$ cat src/rtl/pmc_pkg.sv
package pmc_pkg;
  typedef enum logic [1:0] {
    MODE_RST   = 2'b00,
    MODE_RUN   = 2'b01,
    MODE_SLEEP = 2'b10
  } pmode_e;

  localparam int unsigned A_MODE = 0;
  localparam int unsigned A_CONF = 1;
  localparam int unsigned A_PIN  = 2;
  localparam int unsigned A_OUT  = 3;

  localparam logic [3:0] PIN_OFF  = 4'b0000;
  localparam logic [3:0] PIN_HIGH = 4'b0001;
  localparam logic [3:0] PIN_LOW  = 4'b0010;
endpackage

$ cat src/rtl/pmc_seq.sv
module pmc_seq
  import pmc_pkg::*;
#(
  parameter int unsigned ADDR_W = 2,
  parameter int unsigned DATA_W = 8
) (
  input  logic              clk_i,
  input  logic              rst_ni,
  input  logic              we_i,
  input  logic [ADDR_W-1:0] addr_i,
  input  logic [DATA_W-1:0] wdata_i,
  output logic              commit_o,
  output logic [1:0]        code_o
);
  logic              pend_q;
  logic [DATA_W-1:0] val_q;
  logic              is_mode, is_conf;

  assign is_mode = (addr_i == ADDR_W'(A_MODE));
  assign is_conf = (addr_i == ADDR_W'(A_CONF));

  always_ff @(posedge clk_i or negedge rst_ni) begin
    if (!rst_ni) begin
      pend_q <= 1'b0;
      val_q  <= '0;
    end else if (we_i) begin
      pend_q <= is_mode;  // any other write drops the pending value
      if (is_mode) val_q <= wdata_i;
    end
  end

  assign commit_o = we_i && is_conf && pend_q &&
                    (wdata_i == ~val_q) && (val_q[1:0] != 2'b11);
  assign code_o   = val_q[1:0];


  drop_on_other_chk: assert property (@(posedge clk_i) disable iff (!rst_ni)
    (we_i && !is_mode) |=> !pend_q);

  no_bad_code_chk: assert property (@(posedge clk_i) disable iff (!rst_ni)
    commit_o |-> (code_o != 2'b11));
endmodule

$ cat src/rtl/pmc_pin.sv
module pmc_pin
  import pmc_pkg::*;
#(
  parameter int unsigned SYNC_STAGES = 2
) (
  input  logic       clk_i,
  input  logic       rst_ni,
  input  logic       pin_i,
  input  logic [3:0] pin_mode_i,
  output logic       hit_o
);
  logic [SYNC_STAGES-1:0] sync_q;

  generate
    for (genvar i = 0; i < SYNC_STAGES; i++) begin : g_sync
      always_ff @(posedge clk_i or negedge rst_ni) begin
        if (!rst_ni) sync_q[i] <= 1'b0;
        else if (i == 0) sync_q[i] <= pin_i;
        else sync_q[i] <= sync_q[(i == 0) ? 0 : i-1];
      end
    end
  endgenerate

  always_comb begin
    unique case (pin_mode_i)
      PIN_HIGH: hit_o = sync_q[SYNC_STAGES-1];
      PIN_LOW:  hit_o = !sync_q[SYNC_STAGES-1];
      default:  hit_o = 1'b0;
    endcase
  end


  off_quiet_chk: assert property (@(posedge clk_i) disable iff (!rst_ni)
    (pin_mode_i != PIN_HIGH && pin_mode_i != PIN_LOW) |-> !hit_o);
endmodule

$ cat src/rtl/pmc_fsm.sv
module pmc_fsm
  import pmc_pkg::*;
(
  input  logic       clk_i,
  input  logic       rst_ni,
  input  logic       commit_i,
  input  logic [1:0] code_i,
  input  logic       pin_hit_i,
  output pmode_e     mode_o,
  output logic       pd_ok_o,
  output logic       rst_entry_o
);
  pmode_e mode_q, mode_d;
  logic   pd_ok_q, pin_take;

  assign pin_take = pin_hit_i && (mode_q == MODE_RUN);

  always_comb begin
    mode_d = mode_q;
    if (mode_q == MODE_SLEEP) mode_d = MODE_SLEEP;  // only rst_ni leaves
    else if (pin_take)        mode_d = MODE_SLEEP;
    else if (commit_i)        mode_d = pmode_e'(code_i);
  end

  assign rst_entry_o = commit_i && !pin_take && (mode_q != MODE_SLEEP) &&
                       (code_i == MODE_RST);

  always_ff @(posedge clk_i or negedge rst_ni) begin
    if (!rst_ni) begin
      mode_q  <= MODE_RST;
      pd_ok_q <= 1'b0;
    end else begin
      mode_q  <= mode_d;
      pd_ok_q <= (mode_d == MODE_SLEEP);
    end
  end

  assign mode_o  = mode_q;
  assign pd_ok_o = pd_ok_q;


  change_needs_commit_chk: assert property (@(posedge clk_i) disable iff (!rst_ni)
    (mode_q != $past(mode_q) && mode_q != MODE_SLEEP) |-> $past(commit_i));

  sleep_sticky_chk: assert property (@(posedge clk_i) disable iff (!rst_ni)
    ($past(mode_q) == MODE_SLEEP) |-> (mode_q == MODE_SLEEP));

  legal_mode_chk: assert property (@(posedge clk_i) disable iff (!rst_ni)
    mode_q != 2'b11);

  pd_ok_match_chk: assert property (@(posedge clk_i) disable iff (!rst_ni)
    pd_ok_q == (mode_q == MODE_SLEEP));
endmodule

$ cat src/rtl/pmc_regs.sv
module pmc_regs
  import pmc_pkg::*;
#(
  parameter int unsigned ADDR_W = 2,
  parameter int unsigned DATA_W = 8
) (
  input  logic              clk_i,
  input  logic              rst_ni,
  input  logic              we_i,
  input  logic [ADDR_W-1:0] addr_i,
  input  logic [DATA_W-1:0] wdata_i,
  input  logic [1:0]        mode_i,
  input  logic              pd_ok_i,
  input  logic              rst_entry_i,
  output logic [3:0]        pin_mode_o,
  output logic [DATA_W-1:0] out_ctrl_o,
  output logic [DATA_W-1:0] rdata_o
);
  logic [3:0]        pin_q;
  logic [DATA_W-1:0] out_q;

  always_ff @(posedge clk_i or negedge rst_ni) begin
    if (!rst_ni) pin_q <= '0;
    else if (rst_entry_i) pin_q <= '0;
    else if (we_i && addr_i == ADDR_W'(A_PIN)) pin_q <= wdata_i[3:0];
  end

  // hardware reset only
  always_ff @(posedge clk_i or negedge rst_ni) begin
    if (!rst_ni) out_q <= '0;
    else if (we_i && addr_i == ADDR_W'(A_OUT)) out_q <= wdata_i;
  end

  always_comb begin
    rdata_o = '0;
    if (addr_i == ADDR_W'(A_MODE) || addr_i == ADDR_W'(A_CONF)) begin
      rdata_o[1:0] = mode_i;
    end else if (addr_i == ADDR_W'(A_PIN)) begin
      rdata_o[3:0]        = pin_q;
      rdata_o[DATA_W-1]   = pd_ok_i;
    end else if (addr_i == ADDR_W'(A_OUT)) begin
      rdata_o = out_q;
    end
  end

  assign pin_mode_o = pin_q;
  assign out_ctrl_o = out_q;


  out_write_only_chk: assert property (@(posedge clk_i) disable iff (!rst_ni)
    !$stable(out_q) |-> $past(we_i && addr_i == ADDR_W'(A_OUT)));

  pin_soft_clear_chk: assert property (@(posedge clk_i) disable iff (!rst_ni)
    rst_entry_i |=> (pin_q == 4'b0000));
endmodule

$ cat src/rtl/pwr_mode_ctrl.sv
module pwr_mode_ctrl
  import pmc_pkg::*;
#(
  parameter int unsigned ADDR_W      = 2,
  parameter int unsigned DATA_W      = 8,
  parameter int unsigned SYNC_STAGES = 2
) (
  input  logic              clk_i,
  input  logic              rst_ni,
  input  logic              we_i,
  input  logic [ADDR_W-1:0] addr_i,
  input  logic [DATA_W-1:0] wdata_i,
  output logic [DATA_W-1:0] rdata_o,
  input  logic              sleep_pin_i,
  output logic [1:0]        mode_o,
  output logic [DATA_W-1:0] out_ctrl_o
);
  logic       commit, pin_hit, pd_ok, rst_entry;
  logic [1:0] code;
  logic [3:0] pin_mode;
  pmode_e     mode;

  pmc_seq #(.ADDR_W(ADDR_W), .DATA_W(DATA_W)) u_seq (
    .clk_i, .rst_ni, .we_i, .addr_i, .wdata_i,
    .commit_o(commit), .code_o(code)
  );

  pmc_pin #(.SYNC_STAGES(SYNC_STAGES)) u_pin (
    .clk_i, .rst_ni, .pin_i(sleep_pin_i), .pin_mode_i(pin_mode), .hit_o(pin_hit)
  );

  pmc_fsm u_fsm (
    .clk_i, .rst_ni, .commit_i(commit), .code_i(code), .pin_hit_i(pin_hit),
    .mode_o(mode), .pd_ok_o(pd_ok), .rst_entry_o(rst_entry)
  );

  pmc_regs #(.ADDR_W(ADDR_W), .DATA_W(DATA_W)) u_regs (
    .clk_i, .rst_ni, .we_i, .addr_i, .wdata_i,
    .mode_i(mode), .pd_ok_i(pd_ok), .rst_entry_i(rst_entry),
    .pin_mode_o(pin_mode), .out_ctrl_o, .rdata_o
  );

  assign mode_o = mode;
endmodule

$ cat config.mk
export PLATFORM = sky130hd
export DESIGN_NAME = pwr_mode_ctrl
export DESIGN_NICKNAME = d
export VERILOG_FILES = /design/src/rtl/pmc_pkg.sv /design/src/rtl/pmc_seq.sv /design/src/rtl/pmc_pin.sv /design/src/rtl/pmc_fsm.sv /design/src/rtl/pmc_regs.sv /design/src/rtl/pwr_mode_ctrl.sv
export SDC_FILE = /design/constraint.sdc
export NUM_CORES = 1
export LEC_CHECK = 0
export ABC_AREA = 1
export ABC_CLOCK_PERIOD_IN_PS = 1400
export BUFFER_PORTS_ARGS = -buffer_cell sky130_fd_sc_hd__clkbuf_2
export CAP_MARGIN = 20
export CORE_MARGIN = 2
export CORE_UTILIZATION = 52
export CTS_CLUSTER_DIAMETER = 200
export DETAILED_ROUTE_END_ITERATION = 10
export PLACE_DENSITY = 0.75
export SYNTH_ARGS = -nofsm -noshare
export SYNTH_HDL_FRONTEND = slang
export SYNTH_SLANG_ARGS = --single-unit
$ cat constraint.sdc
create_clock -name clk_i -period 1.4 [get_ports clk_i]
set_clock_uncertainty 0.1 [all_clocks]
set_input_delay 0.14 -clock clk_i [delete_from_list [all_inputs] [get_ports clk_i]]
set_output_delay 0.14 -clock clk_i [all_outputs]
set_load 0.01 [all_outputs]
==> results of run 1 <==
## cell type report
class                           instances  area [sq um]  area share, %
Tap cell                               30          37.5           2.25
Timing Repair Buffer                   36           210           12.6
Inverter                               30           113           6.75
Clock buffer                            3          22.5           1.35
Sequential cell                        26           653           39.2
Multi-Input combinational cell        130           602           36.1
Clock inverter                          1          30.0           1.80
## cell usage after synthesis, types with 2 or more instances
cell type / count / area share, %
nand2_1: 56 / 16
nor2_1: 28 / 7.8
nand3_1: 4 / 1.5
o21ai_0: 24 / 8.9
dfrtp_1: 26 / 48
inv_2: 3 / 0.83
a21oi_1: 2 / 0.74
nand3b_1: 2 / 1.1
nor2_2: 3 / 1.4
inv_1: 27 / 7.5
## repair_timing
action,in CTS,in global routing
hold endpoints to repair,32,1
gates resized for setup,0,14
hold buffers,5,1
setup endpoints to repair,0,10
## logic make-up after synthesis
family                 Yosys count  share of synthesized area (%)
buffers and inverters           32                           8.96
and+or+nand+nor                100                           31.0
DFF                             26                           48.0
AOI/OAI and AO/OA               30                           12.0
## worst min-delay path, delay by kind of cell
family | cells | cell delay, ns
buffers and inverters | 2 | 0.19
AO/OA/AOI/OAI | 1 | 0.08
## power breakdown
part | internal [uW] | total, uW | switching [uW]
clock | 290 | 524 | 234
sequential | 850 | 931 | 80.9
combinational | 165 | 417 | 252
## per-layer routing
layer  GRT usage, %  up-vias  wire length (um)
met2           39.7       40              1460
met3           3.23        6               185
met4           6.10        0                49
met1           30.4      600              1460
met5              0        -                 0
li1               -      665                 -
## through the flow
step	area, sq um	utilization (%)	std cells	total power, uW	hold slack [ns]
final	1670	67.3	256	1870	0.00944
after global routing	1670	67.3	256	1990	0.00779
after CTS	1640	66.3	256	1860	0.00294
after detailed placement	1540	62.1	247	1330	0.0948
after global placement	1540	62.1	247	1320	0.0872
after floorplan	1360	-	188	1170	-0.256
## flip-flops by register name, summed over array words and instances (netlist names)
name               count
u_regs.pin_mode_o      4
u_fsm.pd_ok_o          1
u_seq.val_q            8
u_pin.sync_q           2
u_regs.out_ctrl_o      8
u_fsm.mode_o           2
u_seq.pend_q           1
## path summary, 6_finish.rpt
check	end	from	slack (ns)	cells after the start
max in group asynchronous	u_seq.val_q[0]	rst_ni	0.50	2
worst max register to register	u_fsm.mode_o[0]	u_seq.val_q[0]	0.06	9
min in group asynchronous	u_regs.out_ctrl_o[5]	rst_ni	0.25	2
worst min register to register	u_pin.sync_q[1]	u_pin.sync_q[0]	0.27	0
worst min-delay path	u_regs.out_ctrl_o[3]	wdata_i[3]	0.009	3
worst max-delay path	rdata_o[0]	u_fsm.mode_o[0]	0.02	3
## placed cells by master (no fill, tap or decap), types with 2 or more instances in the layout
master | synthesis | final
nand3b_1 | 2 | 2
o21ai_0 | 24 | 23
dfrtp_1 | 26 | 24
inv_2 | 3 | 5
nand2_2 | 1 | 2
nand3_1 | 4 | 4
nor2_1 | 28 | 25
inv_1 | 27 | 25
dlygate4sd3_1 | 0 | 6
dfrtp_2 | 0 | 2
clkbuf_4 | 0 | 3
nand2_1 | 56 | 55
nor2_2 | 3 | 5
a21oi_1 | 2 | 2
clkbuf_2 | 0 | 28
nor2_4 | 1 | 2
buf_2 | 1 | 2
==> reports/summary.log, run 1 <==
INFO  final_layout   synthesis_to_finish_area_growth=23.1%
INFO  final_layout   drive_gt1_share=23.0%
INFO  sta            min_clock_period_post_route=1.38ns
INFO  worst_setup_path worstPathCellList=inv_2, o221ai_1, buf_2
INFO  flow_run       cap_viol_max_count=0
INFO  clocking       cts-root-buf=clkbuf_4
INFO  sta            final-max-slew-violation-count=0
INFO  synth          yosysWarnings=0
INFO  sta            slew_headroom=57.5%
INFO  worst_setup_path cpLargestDelayFamily=flip-flops
INFO  synth          yosys_register_bits=26
INFO  global_route   grt_pass1_wl=4880um
INFO  detailed_routing wl_per_cell=12.3um
INFO  placed_design  io_buffers=31
INFO  sta            final.period_utilization=98.4%
INFO  sta            finalSetupTns=0ns
INFO  clocking       clk_transition_reported_paths=0.14ns
INFO  synth          mappedNetlistArea=1360squm
INFO  floorplanning  fp.dieW=55.0um
INFO  final_layout   final_nets=241
INFO  clocking       postCtsSetupRepairBufs=0
INFO  placed_design  gpl.final_weighted_congestion=0.948
INFO  final_layout   antennaDiodeCount=0
INFO  worst_setup_path critical_path.slowest_cell=dfrtp_1
INFO  global_route   first_global_vias=1152
INFO  worst_setup_path crit_required=1.16ns
INFO  floorplanning  std_cell_rows=18
INFO  sta            tightestPinTransition=0.638ns
INFO  clocking       htree_num_levels=1
INFO  detailed_routing dr_total_vias=1311
INFO  global_route   groute.usage.overall=23.0%
INFO  floorplanning  io_pins=32
INFO  clocking       cts_sinks=26
INFO  pwr            vdd_drop_max=0.000750V
INFO  sta            rsz0062_at_grt=true
INFO  global_route   grt.overflow.total=0
INFO  synth          yosysSeqAreaShare=48.0%
INFO  synth          count_of_flip_flops_with_a_built_in_enable_after_synthesis=0
INFO  clocking       cts_made_buffers=3
INFO  synth          synthCells=188
INFO  worst_setup_path worst-setup-path-type=reg2out
INFO  detailed_routing first_iter_violations=55
INFO  floorplanning  die_area=3030squm
INFO  clocking       clock_tree.buffer_depth=2
INFO  global_route   antenna_violations_before_repair=0
INFO  sta            report.final.setup_viol=0
INFO  detailed_routing antenna_left=0
INFO  clocking       worstSkewPairLatency=0.33ns
INFO  floorplanning  dieHeight=55.0um
INFO  synth          postSynthAreaPerCell=7.21squm
INFO  worst_setup_path cp-start-kind=flop
INFO  worst_setup_path worstSetupEndpointType=output pin
INFO  detailed_routing drt_pre_antenna_iters=4
INFO  worst_hold_path worstHoldPathType=in2reg
INFO  worst_setup_path worst_ep_arrival_time=1.14ns
INFO  detailed_routing drc_errors=0
INFO  synth          postSynthNetCount=202
INFO  clocking       cts_tree=built
INFO  floorplanning  starting_density_of_the_core=54.7%
INFO  synth          top_flip_flop_cell_by_instance_count_after_synthesis=dfrtp_1
INFO  detailed_routing drt-vias-per-instance=5.12
INFO  worst_setup_path max_fanout_on_critical_path=3
INFO  worst_setup_path path_buf_inv=2
INFO  synth          synth-async-reset-ratio=100%
INFO  floorplanning  core_region_area=2480squm
INFO  sta            timing.final.hold_violations=0
INFO  synth          post_synth_num_cell_types=23
INFO  pwr            power.density=1120nW/um^2
INFO  pwr            power.static_leakage=0.000893uW
INFO  placed_design  pre_cts_slack=0.0433ns
INFO  outcome        status=finished, final reports clean
INFO  detailed_routing routed_wirelength=3160um
INFO  placed_design  detailedPlacementHpwl=2370um
INFO  global_route   grt_max_degree=27
INFO  sta            maxClockFrequency=726MHz
INFO  final_layout   nFillCells=231
INFO  worst_setup_path crit_path_max_incr_delay=0.42ns
INFO  sta            final.setup.worst_slack=0.0222ns
No activity file was read; power rests on OpenSTA's default activity.
==> run 2, diff against run 1 <==
Settings changed: RECOVER_POWER from default to 100.
==> run 2 against run 1 <==
Design area down 1.2%. Final cell count unchanged. Sequential cell count is the same. Clock-buffer cell count unchanged. Combinational power is 3% lower. Highest routed layer unchanged.
==> reports/summary.log, run 2 (same netlist as run 1, synthesis figures left out) <==
INFO  clocking       clk_transition_reported_paths=0.14ns
INFO  clocking       postCtsSetupRepairBufs=0
INFO  sta            slew_headroom=57.6%
INFO  global_route   grt.overflow.total=0
INFO  final_layout   mostFrequentLayoutCells=nand2_1, inv_1, nor2_1
INFO  detailed_routing antenna_left=0
INFO  worst_setup_path critical_path.slowest_cell=dfrtp_1
INFO  final_layout   drive_gt1_share=15.9%
INFO  floorplanning  dieHeight=55.0um
INFO  placed_design  io_buffers=31
INFO  worst_setup_path cpLargestDelayFamily=flip-flops
INFO  worst_setup_path worstSetupEndpointType=output pin
INFO  detailed_routing first_iter_violations=57
INFO  sta            final.period_utilization=98.2%
INFO  final_layout   postLayoutCellArea=1650squm
INFO  pwr            power.density=1130nW/um^2
INFO  global_route   grt_max_degree=27
INFO  floorplanning  core_region_area=2480squm
INFO  sta            final.setup.worst_slack=0.0249ns
INFO  final_layout   synthesis_to_finish_area_growth=21.6%
INFO  worst_setup_path cp-start-kind=flop
INFO  final_layout   final_nets=241
INFO  sta            maxClockFrequency=727MHz
INFO  placed_design  pre_cts_slack=0.0433ns
INFO  sta            finalSetupTns=0ns
INFO  final_layout   layout.cells.most_common=nand2_1
INFO  clocking       htree_num_levels=1
INFO  worst_setup_path max_fanout_on_critical_path=3
INFO  clocking       cts_sinks=26
INFO  clocking       cts_made_buffers=3
INFO  clocking       cts_tree=built
INFO  pwr            sequential_share_of_power=50.1%
INFO  global_route   antenna_violations_before_repair=0
INFO  worst_setup_path worstPathCellList=inv_2, o221ai_1, buf_2
INFO  detailed_routing routed_wirelength=3160um
INFO  flow_run       cap_viol_max_count=0
INFO  pwr            vdd_drop_max=0.000746V
INFO  pwr            swShare=30.4%
INFO  sta            rsz0062_at_grt=true
INFO  pwr            p_int=1290uW
INFO  pwr            combinationalPowerShare=21.8%
INFO  detailed_routing drt_pre_antenna_iters=4
INFO  outcome        status=finished, final reports clean
INFO  detailed_routing dr_total_vias=1306
INFO  floorplanning  fp.dieW=55.0um
INFO  worst_hold_path worstHoldPathType=in2reg
INFO  clocking       clock_tree.buffer_depth=2
INFO  pwr            clock_share_of_power=28.1%
INFO  final_layout   utilization=66.5%
INFO  pwr            power.static_leakage=0.000850uW
INFO  final_layout   antennaDiodeCount=0
INFO  worst_setup_path worst-setup-path-type=reg2out
INFO  floorplanning  starting_density_of_the_core=54.7%
INFO  floorplanning  std_cell_rows=18
INFO  worst_setup_path crit_path_max_incr_delay=0.42ns
INFO  sta            final-max-slew-violation-count=0
INFO  clocking       worstSkewPairLatency=0.33ns
INFO  floorplanning  die_area=3030squm
INFO  detailed_routing drt-vias-per-instance=5.10
INFO  clocking       cts-root-buf=clkbuf_4
INFO  placed_design  gpl.final_weighted_congestion=0.948
INFO  pwr            p_sw=566uW
INFO  floorplanning  io_pins=32
INFO  sta            report.final.setup_viol=0
INFO  global_route   grt_pass1_wl=4880um
INFO  worst_setup_path crit_required=1.16ns
INFO  detailed_routing drc_errors=0
INFO  pwr            total_power=1860uW
INFO  sta            tightestPinTransition=0.636ns
INFO  global_route   first_global_vias=1152
INFO  worst_setup_path path_buf_inv=2
INFO  placed_design  detailedPlacementHpwl=2370um
INFO  global_route   groute.usage.overall=23.0%
INFO  worst_setup_path worst_ep_arrival_time=1.14ns
INFO  sta            min_clock_period_post_route=1.38ns
INFO  placed_design  post_dp_cell_area=1540squm
INFO  detailed_routing wl_per_cell=12.3um
INFO  sta            timing.final.hold_violations=0
run 2: cell types whose count changed in the layout (fill, tap and decap cells not counted):
cell      previous run  this run
clkbuf_1             0        14
clkbuf_2            28        14
inv_1               25        26
inv_2                5         4
nand2_1             55        56
nand2_2              2         1
run 2: worst paths after layout:
check                                        to  cells past startpoint       startpoint  slack [ns]
min in group asynchronous  u_regs.out_ctrl_o[5]                      2           rst_ni        0.25
max                                  rdata_o[0]                      3  u_fsm.mode_o[0]        0.02
max reg2reg                     u_fsm.mode_o[0]                      9   u_seq.val_q[0]        0.07
max in group asynchronous        u_seq.val_q[1]                      2           rst_ni        0.51
min                        u_regs.out_ctrl_o[3]                      3       wdata_i[3]        0.01
min reg2reg                     u_pin.sync_q[1]                      0  u_pin.sync_q[0]        0.27
run 2: repair_timing:
item                                    CTS  global route
hold buffers                              5             1
resized for setup                         0            14
endpoints found under the setup margin    0            10
hold endpoints to repair                 32             1
run 2: per-layer routing:
layer	up-vias	track usage [%]	share of wire [%]
met4	0	6.10	1.6
met2	36	39.7	46
met3	6	3.23	5.6
li1	664	-	-
met1	600	30.4	46
met5	-	0	0
run 2: cell type report:
cell class	instances	area, sq um
Clock inverter	1	30.0
Multi-Input combinational cell	130	599
Timing Repair Buffer	36	193
Sequential cell	26	653
Clock buffer	3	22.5
Fill cell	239	830
Inverter	30	113
Tap cell	30	37.5
run 2: tightest hold or removal path, cell delays in order:
cell,delay (ns)
clkbuf_2,0.12
inv_1,0.07
o21ai_0,0.08
run 2: through the flow:
stage               instances  hold slack (ns)
floorplan                 188           -0.256
global placement          247           0.0872
detailed placement        247           0.0948
CTS                       256          0.00294
global route              256         -0.00365
finish                    256           0.0101
run 2: power groups by stage:
stage	Sequential [uW]	Clock (uW)	Combinational [uW]
4_1_cts	926	525	404
2_1_floorplan	944	0	229
3_3_place_gp	937	0	382
6_report	931	523	405
3_5_place_dp	941	0	392
5_1_grt	945	565	471
==> run 3, diff against run 2 <==
--- a/config.mk
+++ b/config.mk
@@ -8,3 +8,3 @@
 export ABC_AREA = 1
-export ABC_CLOCK_PERIOD_IN_PS = 1400
+export ABC_CLOCK_PERIOD_IN_PS = 1600
 export BUFFER_PORTS_ARGS = -buffer_cell sky130_fd_sc_hd__clkbuf_2
@@ -12,6 +12,6 @@
 export CORE_MARGIN = 2
-export CORE_UTILIZATION = 52
+export CORE_UTILIZATION = 56
 export CTS_CLUSTER_DIAMETER = 200
 export DETAILED_ROUTE_END_ITERATION = 10
-export PLACE_DENSITY = 0.75
+export PLACE_DENSITY = 0.8
 export RECOVER_POWER = 100
==> constraint.sdc (replaced) <==
create_clock -name clk_i -period 1.6 [get_ports clk_i]
set_clock_uncertainty 0.1 [all_clocks]
set_input_delay 0.32 -clock clk_i [delete_from_list [all_inputs] [get_ports clk_i]]
set_output_delay 0.32 -clock clk_i [all_outputs]
set_load 0.01 [all_outputs]
==> run 3 against run 2 <==
Sequential cell count stayed put. Sequential share of layout area up 2.2 points. Die area down 6.6%. Critical path depth shrank 1. Sequential power is 13% lower. Clock power decreased by 49%. Non-clock buffer count decreased by 3. Setup slack better by 0.050 ns.
==> reports/summary.log, run 3 (same netlist as run 1, synthesis figures left out) <==
INFO  outcome        status=finished, final reports clean
INFO  global_route   first_global_vias=1085
INFO  clocking       postCtsSetupRepairBufs=0
INFO  detailed_routing highest_layer=met4
INFO  detailed_routing drc_errors=0
INFO  global_route   groute.usage.overall=24.4%
INFO  worst_setup_path crit_path_start=u_regs.out_ctrl_o[7]
INFO  sta            report.final.setup_viol=0
INFO  floorplanning  starting_density_of_the_core=60.1%
INFO  worst_setup_path ff_to_ff_path_depth=7
INFO  pwr            power.density=910nW/um^2
INFO  detailed_routing drt-vias-per-instance=5.19
INFO  final_layout   layout.cells.most_common=nand2_1
INFO  placed_design  detailedPlacementHpwl=2390um
INFO  global_route   grt_max_degree=27
INFO  detailed_routing first_iter_violations=36
INFO  clocking       cts_sinks=26
INFO  final_layout   antennaDiodeCount=0
INFO  pwr            sequential_share_of_power=57.5%
INFO  sta            finalSetupTns=0ns
INFO  pwr            vdd_drop_max=0.000591V
INFO  pwr            swShare=32.6%
INFO  sta            final-max-slew-violation-count=0
INFO  final_layout   drive_gt1_share=11.3%
INFO  detailed_routing antenna_left=0
INFO  clocking       htree_num_levels=1
INFO  clocking       clk_transition_reported_paths=0.13ns
INFO  sta            holdWs=0.186ns
INFO  pwr            combinationalPowerShare=23.6%
INFO  clocking       clock_tree.buffer_depth=2
INFO  clocking       worstSkewPairLatency=0.31ns
INFO  worst_setup_path r2r_slack=0.17ns
INFO  floorplanning  io_pins=32
INFO  worst_setup_path worstSetupEndpointType=output pin
INFO  placed_design  gpl.final_weighted_congestion=0.858
INFO  clocking       cts_tree=built
INFO  detailed_routing dr_total_vias=1298
INFO  placed_design  pre_cts_slack=0.120ns
INFO  detailed_routing routed_wirelength=3060um
INFO  worst_setup_path worst_ep_arrival_time=1.11ns
INFO  detailed_routing met3_wirelength=180um
INFO  sta            final.period_utilization=95.4%
INFO  floorplanning  std_cell_rows=17
INFO  worst_hold_path worstHoldPathType=in2reg
INFO  worst_setup_path endpoint_of_the_worst_setup_timing_path=rdata_o[7]
INFO  worst_setup_path regToRegEndpoint=u_regs.pin_mode_o[3]
INFO  pwr            p_int=954uW
INFO  pwr            clock_share_of_power=18.9%
INFO  floorplanning  fp.dieW=53.2um
INFO  final_layout   mostFrequentLayoutCells=nand2_1, inv_1, nor2_1
INFO  flow_run       cap_viol_max_count=0
INFO  worst_setup_path worst-setup-path-type=reg2out
INFO  detailed_routing drt_pre_antenna_iters=4
INFO  final_layout   flip_flop_and_latch_area=651squm
INFO  placed_design  io_buffers=31
INFO  final_layout   final_nets=238
INFO  final_layout   synthesis_to_finish_area_growth=14.9%
INFO  pwr            total_power=1420uW
INFO  worst_setup_path launch_instance_of_the_worst_register_to_register_path=u_seq.val_q[1]
INFO  sta            final.setup.worst_slack=0.0744ns
INFO  sta            timing.final.hold_violations=0
INFO  sta            min_clock_period_post_route=1.53ns
INFO  detailed_routing wl_per_cell=12.3um
INFO  final_layout   multiInputGateArea=581squm
INFO  detailed_routing met1_length=1470um
INFO  final_layout   nFillCells=213
INFO  clocking       cts_made_buffers=3
INFO  sta            rsz0062_at_grt=false
INFO  worst_setup_path max_fanout_on_critical_path=3
INFO  sta            maxClockFrequency=655MHz
INFO  floorplanning  die_area=2830squm
INFO  pwr            power.static_leakage=0.000817uW
INFO  clocking       cts-root-buf=clkbuf_4
INFO  global_route   grt_pass1_wl=4880um
INFO  worst_setup_path crit_required=1.18ns
INFO  sta            tightestPinTransition=0.643ns
INFO  worst_setup_path cp-start-kind=flop
INFO  detailed_routing route.met2.wl=1380um
INFO  sta            slew_headroom=57.1%
INFO  floorplanning  core_region_area=2250squm
INFO  global_route   grt.overflow.total=0
INFO  pwr            p_sw=462uW
INFO  global_route   antenna_violations_before_repair=0
INFO  floorplanning  dieHeight=53.2um
[run 3: cell count changes in the layout (fill, tap and decap cells not counted), sizes merged]
cell and delta:
clkbuf +1, dlygate4sd3 -4, bufinv -1
[run 3: how the worst min path moves through the flow]
| stage | depth (start not counted) | endpoint | startpoint | slack [ns] |
|---|---|---|---|---|
| after floorplan | 0 | u_fsm.mode_o[0] | rst_ni | -0.08 |
| final | 3 | u_regs.out_ctrl_o[7] | wdata_i[7] | 0.19 |
| after detailed placement | 0 | u_pin.sync_q[1] | u_pin.sync_q[0] | 0.25 |
| after CTS | 3 | u_regs.out_ctrl_o[4] | wdata_i[4] | 0.18 |
| after global routing | 3 | u_regs.out_ctrl_o[7] | wdata_i[7] | 0.20 |
| after global placement | 0 | u_pin.sync_q[1] | u_pin.sync_q[0] | 0.23 |
[run 3: routing by layer]
metal | global-route usage (%) | vias up
li1 | - | 654
met1 | 36.4 | 597
met2 | 36.9 | 42
met3 | 3.39 | 5
met4 | 6.84 | 0
met5 | 0 | -
[run 3: through the flow]
| step | cell area (sq um) | instances | utilization, % |
|---|---|---|---|
| detailed placement | 1540 | 245 | 68.1 |
| global route | 1560 | 250 | 69.0 |
| floorplan | 1360 | 188 | - |
| CTS | 1580 | 250 | 70.0 |
| finish | 1560 | 250 | 69.0 |
| global placement | 1540 | 245 | 68.1 |
[run 3: cell type report]
| cell class | count | share of cell area, % |
|---|---|---|
| clock buffer | 3 | 1.45 |
| inverter | 30 | 7.23 |
| multi-input combinational | 130 | 37.3 |
| sequential | 26 | 41.8 |
| tap | 28 | 2.25 |
| timing repair buffer | 33 | 9.97 |
[run 3: repair_timing]
item                                    4_1_cts  5_1_grt
resized for setup                             0        2
hold endpoints to repair                     27        0
hold buffers                                  2        0
endpoints found under the setup margin        0        2
[run 3: critical path: stages (launching register included)]
cell and delay, ns:
dfrtp_1 0.43, a22o_1 0.24, clkbuf_1 0.12
[run 3: power by group through the flow]
stage / Sequential, uW / Clock [uW] / Combinational, uW
after floorplan: 826 / 0 / 200
after global placement: 820 / 0 / 330
after detailed placement: 826 / 0 / 344
after CTS: 813 / 274 / 349
after global routing: 825 / 303 / 389
final: 814 / 267 / 334
